`config.mk`:
```
export PLATFORM = sky130hd
export DESIGN_NAME = nand_cycle_gen
export DESIGN_NICKNAME = d
export VERILOG_FILES = /design/src/rtl/nandcg_pkg.sv /design/src/rtl/nandcg_timer.sv /design/src/rtl/nandcg_seq.sv /design/src/rtl/nandcg_pins.sv /design/src/rtl/nand_cycle_gen.sv
export SDC_FILE = /design/constraint.sdc
export NUM_CORES = 1
export LEC_CHECK = 0
export ABC_AREA = 1
export BUFFER_PORTS_ARGS = -buffer_cell sky130_fd_sc_hd__buf_2
export CELL_PAD_IN_SITES_DETAIL_PLACEMENT = 1
export CELL_PAD_IN_SITES_GLOBAL_PLACEMENT = 1
export CORE_ASPECT_RATIO = 0.6
export CORE_MARGIN = 5
export CORE_UTILIZATION = 34
export CTS_CLUSTER_SIZE = 24
export DETAILED_ROUTE_END_ITERATION = 7
export PLACE_DENSITY_LB_ADDON = 0.15
export SETUP_SLACK_MARGIN = 0.02
export SLEW_MARGIN = 10
export SYNTH_ARGS = -nofsm -noshare
export SYNTH_HDL_FRONTEND = slang
export SYNTH_HIERARCHICAL = 1
export SYNTH_SLANG_ARGS = --single-unit
```
`constraint.sdc`:
```
create_clock -name clk -period 1.7 [get_ports clk]
set_input_delay 0.425 -clock clk [delete_from_list [all_inputs] [get_ports clk]]
set_output_delay 0.425 -clock clk [all_outputs]
set_load 0.005 [all_outputs]
```
`src/rtl/nandcg_pkg.sv`:
```
package nandcg_pkg;

   typedef enum logic [1:0] {
      OP_CMD   = 2'd0,
      OP_ADDR  = 2'd1,
      OP_WRITE = 2'd2,
      OP_READ  = 2'd3
   } nand_op_e;

   localparam int CTRL_W   = 4;
   localparam int B_CLE    = 0;
   localparam int B_WE_N   = 1;
   localparam int B_ALE    = 2;
   localparam int B_RE_N   = 3;

   localparam logic [CTRL_W-1:0] W_IDLE = 4'b1010;

   // Pin word for step idx of a cycle
   function automatic logic [CTRL_W-1:0] step_word(nand_op_e op, logic [1:0] idx);
      logic [CTRL_W-1:0] w;
      w = W_IDLE;
      case (op)
         OP_CMD: begin
            case (idx)
               2'd0:    w = 4'b1011;
               2'd1:    w = 4'b1001;
               2'd2:    w = 4'b1011;
               default: w = 4'b1010;
            endcase
         end
         OP_ADDR: begin
            case (idx)
               2'd0:    w = 4'b1100;
               2'd1:    w = 4'b1110;
               default: w = 4'b1010;
            endcase
         end
         OP_WRITE: w = (idx == 2'd0) ? 4'b1000 : 4'b1010;
         OP_READ:  w = (idx == 2'd0) ? 4'b0010 : 4'b1010;
         default:  w = W_IDLE;
      endcase
      return w;
   endfunction

   // Index of the final step of a cycle
   function automatic logic [1:0] final_step(nand_op_e op, logic fin);
      logic [1:0] n;
      case (op)
         OP_CMD:  n = 2'd3;
         OP_ADDR: n = fin ? 2'd2 : 2'd1;
         default: n = 2'd1;
      endcase
      return n;
   endfunction

endpackage

```
`src/rtl/nandcg_timer.sv`:
```
module nandcg_timer #(
   parameter int HOLD_W = 4
) (
   input  logic              clk,
   input  logic              rst_n,
   input  logic              load,
   input  logic [HOLD_W-1:0] hold,
   output logic              expire
);

   logic [HOLD_W-1:0] cnt_q;

   always_ff @(posedge clk or negedge rst_n) begin
      if (!rst_n) begin
         cnt_q <= '0;
      end else if (load) begin
         cnt_q <= hold;
      end else if (cnt_q != '0) begin
         cnt_q <= cnt_q - 1'b1;
      end
   end

   assign expire = (cnt_q == '0);

   // A loaded count must drain by one per clock
   p_drain_r6: assert property (@(posedge clk) disable iff (!rst_n)
      (!load && !expire) |=> (cnt_q == $past(cnt_q) - 1'b1));

endmodule

```
`src/rtl/nandcg_seq.sv`:
```
module nandcg_seq
   import nandcg_pkg::*;
(
   input  logic              clk,
   input  logic              rst_n,
   input  logic              req_valid,
   input  nand_op_e          req_op,
   input  logic              req_fin,
   input  logic              expire,
   output logic              accept,
   output logic              step_load,
   output logic              finish,
   output logic              capture,
   output logic              busy,
   output logic              ack,
   output logic [CTRL_W-1:0] ctrl
);

   nand_op_e   op_q;
   logic       fin_q;
   logic [1:0] idx_q;
   logic       at_last;

   assign accept    = req_valid && !busy;
   assign at_last   = (idx_q == final_step(op_q, fin_q));
   assign finish    = busy && expire && at_last;
   assign step_load = accept || (busy && expire && !at_last);
   assign capture   = busy && expire && (op_q == OP_READ) && (idx_q == 2'd0);

   always_ff @(posedge clk or negedge rst_n) begin
      if (!rst_n) begin
         busy  <= 1'b0;
         ack   <= 1'b0;
         op_q  <= OP_CMD;
         fin_q <= 1'b0;
         idx_q <= 2'd0;
         ctrl  <= W_IDLE;
      end else begin
         ack <= 1'b0;
         if (accept) begin
            busy  <= 1'b1;
            op_q  <= req_op;
            fin_q <= req_fin;
            idx_q <= 2'd0;
            ctrl  <= step_word(req_op, 2'd0);
         end else if (finish) begin
            busy <= 1'b0;
            ack  <= 1'b1;
         end else if (busy && expire) begin
            idx_q <= idx_q + 2'd1;
            ctrl  <= step_word(op_q, idx_q + 2'd1);
         end
      end
   end

   // Acknowledge is a single-clock pulse
   p_ack_single_r8: assert property (@(posedge clk) disable iff (!rst_n)
      ack |=> !ack);

   // Acknowledge only follows a running cycle
   p_ack_after_busy_r8: assert property (@(posedge clk) disable iff (!rst_n)
      ack |-> (!busy && $past(busy)));

   // The two strobes are never low together
   p_strobe_excl_r2: assert property (@(posedge clk) disable iff (!rst_n)
      !(!ctrl[B_WE_N] && !ctrl[B_RE_N]));

   // Command and address latches are never high together
   p_latch_excl_r3: assert property (@(posedge clk) disable iff (!rst_n)
      !(ctrl[B_CLE] && ctrl[B_ALE]));

endmodule

```
`src/rtl/nandcg_pins.sv`:
```
module nandcg_pins
   import nandcg_pkg::*;
#(
   parameter int DATA_W         = 8,
   parameter int RB_SYNC_STAGES = 2
) (
   input  logic              clk,
   input  logic              rst_n,
   input  logic              accept,
   input  nand_op_e          req_op,
   input  logic [DATA_W-1:0] req_byte,
   input  logic              finish,
   input  logic              capture,
   input  logic [DATA_W-1:0] pin_dq_in,
   input  logic              pin_rb_n,
   output logic [DATA_W-1:0] dq_out,
   output logic              dq_oe,
   output logic [DATA_W-1:0] rd_byte,
   output logic              rb_ready
);

   always_ff @(posedge clk or negedge rst_n) begin
      if (!rst_n) begin
         dq_out  <= '0;
         dq_oe   <= 1'b0;
         rd_byte <= '0;
      end else begin
         if (accept) begin
            dq_oe <= (req_op != OP_READ);
            if (req_op != OP_READ) begin
               dq_out <= req_byte;
            end
         end else if (finish) begin
            dq_oe <= 1'b0;
         end
         if (capture) begin
            rd_byte <= pin_dq_in;
         end
      end
   end

   generate
      if (RB_SYNC_STAGES == 0) begin : g_rb_direct
         assign rb_ready = pin_rb_n;
      end else begin : g_rb_sync
         logic [RB_SYNC_STAGES-1:0] sh_q;
         always_ff @(posedge clk or negedge rst_n) begin
            if (!rst_n) begin
               sh_q <= '0;
            end else begin
               sh_q[0] <= pin_rb_n;
               for (int i = 1; i < RB_SYNC_STAGES; i++) begin
                  sh_q[i] <= sh_q[i-1];
               end
            end
         end
         assign rb_ready = sh_q[RB_SYNC_STAGES-1];
      end
   endgenerate

   // Driven byte cannot change while the bus is driven
   p_dq_stable_r9: assert property (@(posedge clk) disable iff (!rst_n)
      (dq_oe && $past(dq_oe)) |-> $stable(dq_out));

   // Read data is only replaced while the bus is released
   p_rd_capture_r5: assert property (@(posedge clk) disable iff (!rst_n)
      capture |-> !dq_oe);

endmodule

```
`src/rtl/nand_cycle_gen.sv`:
```
module nand_cycle_gen
   import nandcg_pkg::*;
#(
   parameter int DATA_W         = 8,
   parameter int HOLD_W         = 4,
   parameter int RB_SYNC_STAGES = 2
) (
   input  logic              clk,
   input  logic              rst_n,
   input  logic              req_valid,
   input  logic [1:0]        req_op,
   input  logic [DATA_W-1:0] req_byte,
   input  logic              req_last,
   input  logic [HOLD_W-1:0] step_hold,
   output logic              busy,
   output logic              ack,
   output logic [DATA_W-1:0] rd_byte,
   output logic              rb_ready,
   output logic              pin_cle,
   output logic              pin_ale,
   output logic              pin_we_n,
   output logic              pin_re_n,
   output logic [DATA_W-1:0] pin_dq_out,
   output logic              pin_dq_oe,
   input  logic [DATA_W-1:0] pin_dq_in,
   input  logic              pin_rb_n
);

   generate
      if (DATA_W < 1) begin : g_bad_data_w
         $error("nand_cycle_gen: DATA_W must be at least 1");
      end
      if (HOLD_W < 1 || HOLD_W > 16) begin : g_bad_hold_w
         $error("nand_cycle_gen: HOLD_W must be within 1..16");
      end
      if (RB_SYNC_STAGES < 0 || RB_SYNC_STAGES > 4) begin : g_bad_sync
         $error("nand_cycle_gen: RB_SYNC_STAGES must be within 0..4");
      end
   endgenerate

   nand_op_e          op_in;
   logic              accept;
   logic              step_load;
   logic              finish;
   logic              capture;
   logic              expire;
   logic [CTRL_W-1:0] ctrl;

   assign op_in = nand_op_e'(req_op);

   nandcg_timer #(.HOLD_W(HOLD_W)) u_timer (
      .clk    (clk),
      .rst_n  (rst_n),
      .load   (step_load),
      .hold   (step_hold),
      .expire (expire)
   );

   nandcg_seq u_seq (
      .clk       (clk),
      .rst_n     (rst_n),
      .req_valid (req_valid),
      .req_op    (op_in),
      .req_fin   (req_last),
      .expire    (expire),
      .accept    (accept),
      .step_load (step_load),
      .finish    (finish),
      .capture   (capture),
      .busy      (busy),
      .ack       (ack),
      .ctrl      (ctrl)
   );

   nandcg_pins #(.DATA_W(DATA_W), .RB_SYNC_STAGES(RB_SYNC_STAGES)) u_pins (
      .clk       (clk),
      .rst_n     (rst_n),
      .accept    (accept),
      .req_op    (op_in),
      .req_byte  (req_byte),
      .finish    (finish),
      .capture   (capture),
      .pin_dq_in (pin_dq_in),
      .pin_rb_n  (pin_rb_n),
      .dq_out    (pin_dq_out),
      .dq_oe     (pin_dq_oe),
      .rd_byte   (rd_byte),
      .rb_ready  (rb_ready)
   );

   assign pin_cle  = ctrl[B_CLE];
   assign pin_we_n = ctrl[B_WE_N];
   assign pin_ale  = ctrl[B_ALE];
   assign pin_re_n = ctrl[B_RE_N];

   // Bus is released whenever the read strobe is low
   p_oe_off_read_r7: assert property (@(posedge clk) disable iff (!rst_n)
      !pin_re_n |-> !pin_dq_oe);

   // Bus is released while idle
   p_oe_off_idle_r7: assert property (@(posedge clk) disable iff (!rst_n)
      !busy |-> !pin_dq_oe);

   // Write strobe low only with the bus driven
   p_we_drives_r7: assert property (@(posedge clk) disable iff (!rst_n)
      !pin_we_n |-> pin_dq_oe);

endmodule

```
Word-level counts from Yosys, hierarchy flattened --
Cells that the tools add are included.
Word-level totals: output and inout bits 24, register bits after elaboration 34, input bits 27, logic and storage cells 66
Operators by class: eq/ne operators 11, muxes and demuxes 21, $add $sub $neg 2, reductions and logical operators 21
Operators with widths (count):
- case mux 4 bit (4 select lines) | 2
- two-way mux 4 bit | 6
- equality test 2 bit, second input constant | 5
- two-way mux 2 bit | 5
- logical NOT 2 bit | 4
- case mux 2 bit (2 select lines) | 2
- equality test 2 x 1 -> 1 bit, second input constant | 3
- logical AND 1 bit | 6
- case mux 3 bit (2 select lines) | 1
- nonzero test 2 bit | 3
- two-way mux 1 bit | 5
- logical NOT 4 bit | 1
- AND reduction 2 bit | 2
- nonzero test 4 bit | 1
- subtractor 4 x 1 -> 4 bit, second input constant | 1
- adder 2 x 1 -> 2 bit, second input constant | 1
- equality test 2 bit | 1
- logical NOT 1 bit | 2
- inequality test 2 x 1 -> 1 bit, second input constant | 1
- inequality test 2 bit, second input constant | 1
- OR reduction 2 bit | 1
- logical OR 1 bit | 1

Longest topological paths before layout --
depth after elaboration 8, depth in mapped cells 13, gate-level depth less buffers 13

By module --
Netlist, hierarchy kept.
By module, submodules not included:
- nandcg_seq | sequential area each 277.8 µm², area each 797.0 µm², cells each 98, times used 1
- nandcg_pins | sequential area each 475.5 µm², area each 723.2 µm², cells each 74, times used 1
- nandcg_timer | sequential area each 100.1 µm², area each 242.7 µm², cells each 34, times used 1

Least setup slack after synthesis --
No wires, ideal clock.
kind register -> register, start reg u_timer.cnt_q[0], end reg u_pins.rd_byte[2], setup time 0.126 ns, path buffers 1, stages on the path, launching flop included 9, period minus slack after synthesis 1.670 ns, arrival time 1.544 ns, data required time 1.574 ns, path slack 0.030 ns, cells stage by stage dfrtp_1 inv_1 ha_1 nand2_1 inv_1 nand2_1 nor3_1 buf_6 o21ai_0
On the way: cells in the longest elaborated chain, start to end 4
RTL lines:
- start: declaration | RTL line nandcg_timer.sv:11 | logic [HOLD_W-1:0] cnt_q;
- start signal: assignment | RTL line nandcg_timer.sv:17 | cnt_q <= hold;
- start signal: assignment | RTL line nandcg_timer.sv:19 | cnt_q <= cnt_q - 1'b1;
- logical NOT 4 bit | RTL line nandcg_timer.sv:23 | assign expire = (cnt_q == '0);
- named net expire | RTL line nand_cycle_gen.sv:46 | logic expire;
- logical AND 1 bit (3 in a row) | RTL line nandcg_seq.sv:28 | assign capture = busy && expire && (op_q == OP_READ) && (idx_q == 2'd0);
- named net capture | RTL line nand_cycle_gen.sv:45 | logic capture;
- end signal: assignment | RTL line nandcg_pins.sv:37 | rd_byte <= pin_dq_in;
- end: declaration | RTL line nandcg_pins.sv:18 | output logic [DATA_W-1:0] rd_byte,
The timed path passes the listed nets, and every way through them passes these cells. A chain may end at the register's enable or synchronous reset.

Final worst setup path --
start reg u_timer.cnt_q[0], end reg u_pins.rd_byte[4]
The elaborated chain is that of the path after synthesis.

==> results.yml <==
status:
  status: "finished clean"
synthesis:
  async_flop_share: 1.00
  yosysSeqAreaShare: 0.484
  ys_warn_count: 6
  synth_top_area_share: 0.454
  ys_types: 23
  synth_nets: 241
  synth_top_cell_by_area: "dfrtp_1"
  synth_seq_cells: 34
  synthTopCellsByCount: "nand2_1, dfrtp_1, inv_1"
  synthCells: 206
  synth_area_leaders: "dfrtp_1, nand2_1, ha_1"
  syn_area_um2: 1760
  synth_most_common_cell: "nand2_1"
  synth_edf_count: 0
  avgSynthCellArea_um2: 8.56
  ys.flop_type: "dfrtp_1"
setup_path:
  crit_family: "flip-flops"
  cp-start-kind: "flip-flop"
  arrival_ns: 1.74
  path_class: "reg -> reg"
  r2r_setup_slack_ns: 0.12
  critPathMaxFanout: 8
  endpoint_kind: "flip-flop"
  startpoint: "u_timer/cnt_q[0]"
  r2r_start: "u_timer/cnt_q[0]"
  r2r_cells: 8
  endpoint: "u_pins/rd_byte[4]"
  crit_top_cell: "nand2_2"
  cpPeakStageDelay_ns: 0.40
  reg2reg_to: "u_pins/rd_byte[4]"
  critical-path-slowest-cell: "dfrtp_1"
  critPathRequiredTime_ns: 1.86
  crit_chain: "inv_2 -> ha_2 -> nand2_2 -> inv_1 -> nand2_2 -> nor3_2 -> buf_2 -> o21ai_0"
  path_depth: 8
  path_buf_inv: 3
floorplanning:
  die_y_um: 65.8
  dieArea_um2: 6770
  die_w_um: 103
  start_util: 0.350
  rows: 20
  io_pins: 51
  coreArea_um2: 5030
timing:
  finalSetupViolCount: 0
  tightestPinTransition_ns: 0.430
  hold_viol: 0
  max_freq_mhz: 632
  relSlewSlack: 0.713
  fin_crit_ns: 1.58
  rsz0062_at_grt: "true"
  fin_tns_setup_ns: 0
  period_share: 0.931
  fin_skew_ns: 0.00458
  drv_slew: 0
clock_network:
  cts.clk_slew.worst_paths_ns: 0.07
  cts_hold_buf: 0
  cts_buffer_depth: 2
  ctsRootBufferMaster: "clkbuf_8"
  cts.sinks: 34
  clock_latency_ns: 0.29
  h-tree-depth: 2
  cts_made_buffers: 5
  cts_tree: "yes"
power_and_ir_drop:
  p_leak_nw: 1.26
  power_density_nw_per_um2: 1770
  peakVddDrop_mv: 0.568
finish:
  nNetsFinal: 305
  post-route-util: 0.455
  drive_gt1_frac: 0.376
  nFillCells: 640
  areaGrowthSynthToFinish_pct: 29.7
  antenna_cells: 0
placement:
  dp_hpwl_um: 3580
  gp_congestion: 0.840
  port_buffers: 50
route:
  first_iter_violations: 75
  ant_nets: 0
  wl_um: 4830
  wl_per_cell_um: 14.3
  dr.pass1.iters: 4
  vias: 1510
  viasPerCell: 4.48
  drc: 0
global_route:
  grt_max_degree: 35
  grt_pass1_vias: 1634
  grt_pass1_wl_um: 7850
  globalRouteOverflowTotal: 0
  track_usage: 0.150
  antenna_found_initial: 0
worst_hold_path:
  hp-class: "in -> async"
run:
  cap_violations: 0
-- area by class of cell --
class                   count  area (um2)  share of cell area
repair buffers             60         323               0.141
flip-flops and latches     34         853               0.373
inverters                  30         118              0.0514
well taps                  66        82.6              0.0361
multi-input cells         139         801               0.350
clock buffers               8         110              0.0481
-- through the flow --
step	cell area [um2]	hold slack [ns]	total power [mW]	instances	setup WS (ns)
2_1_floorplan	1760	0.129	2.55	206	0.0297
3_3_place_gp	2120	0.331	3.19	326	0.0202
3_5_place_dp	2120	0.346	3.22	326	-0.0422
4_1_cts	2240	0.167	3.97	334	0.0572
5_1_grt	2290	0.193	4.42	337	-0.0266
6_report	2290	0.161	4.05	337	0.118
-- worst register-to-register path, stage by stage (launching register included) --
cell and delay (ns):
dfrtp_1 0.40, inv_2 0.07, ha_2 0.18, nand2_2 0.06, inv_1 0.07, nand2_2 0.09
nor3_2 0.23, buf_2 0.23, o21ai_0 0.11
-- cells in the final DEF (no fill, tap or decap), drive strengths merged --
cell type  count
ha             8
o21ai         18
a21oi          2
nand4          2
clkbuf         8
xnor2          1
dfstp          2
dfrtp         32
nor3           1
buf           60
inv           30
nand3         25
nor2           8
nand2         74
-- kinds of logic (layout without fill, tap and decap cells) --
kind of cell	after synthesis	after routing	share of synthesized area
adder cells (fa/ha/maj)	8	8	0.0568
buffers and inverters	33	98	0.0774
flip-flops	34	34	0.484
AO/OA/AOI/OAI	20	20	0.0568
AND/OR/NAND/NOR	110	110	0.320
XOR/XNOR	1	1	0.00497
-- timing repair --
item,4_1_cts,5_1_grt
gates resized for setup,3,12
buffers inserted,0,2
endpoints found under the hold margin,0,0
setup endpoints to repair,4,11
pin swaps,0,1
cloned,0,1
-- how the worst min path moves through the flow --
| stage | depth (start not counted) | startpoint | slack [ns] | endpoint |
|---|---|---|---|---|
| final | 2 | rst_n | 0.16 | u_seq/ack |
| after floorplan | 0 | rst_n | 0.13 | u_pins/dq_oe |
| after global routing | 2 | rst_n | 0.19 | u_seq/ctrl[2] |
| after global placement | 0 | u_pins/g_rb_sync.sh_q[0] | 0.33 | u_pins/g_rb_sync.sh_q[1] |
| after CTS | 2 | rst_n | 0.17 | u_seq/ack |
| after detailed placement | 0 | u_pins/g_rb_sync.sh_q[0] | 0.35 | u_pins/g_rb_sync.sh_q[1] |
-- report_power, final --
group	leakage [nW]	total (mW)	internal (mW)	switching, mW
clock	0.0575	0.708	0.409	0.299
sequential	0.403	1.46	1.19	0.269
combinational	0.798	1.88	0.771	1.11
-- state kept, by name, indices dropped and copies added (netlist names) --
| signal | count |
|---|---|
| u_seq/busy | 1 |
| u_seq/idx_q | 2 |
| u_timer/cnt_q | 4 |
| u_seq/fin_q | 1 |
| u_seq/ack | 1 |
| u_pins/dq_out | 8 |
| u_pins/rd_byte | 8 |
| u_pins/dq_oe | 1 |
| u_seq/op_q | 2 |
| u_seq/ctrl | 4 |
| u_pins/g_rb_sync.sh_q | 2 |
-- metal layers --
metal	routed length, um	GRT usage	up-vias
met4	23	0.0339	0
met1	2470	0.218	705
li1	-	-	768
met3	259	0.0516	5
met5	0	0	-
met2	2080	0.214	32
Note: power is estimated with default switching activity, not from simulation.
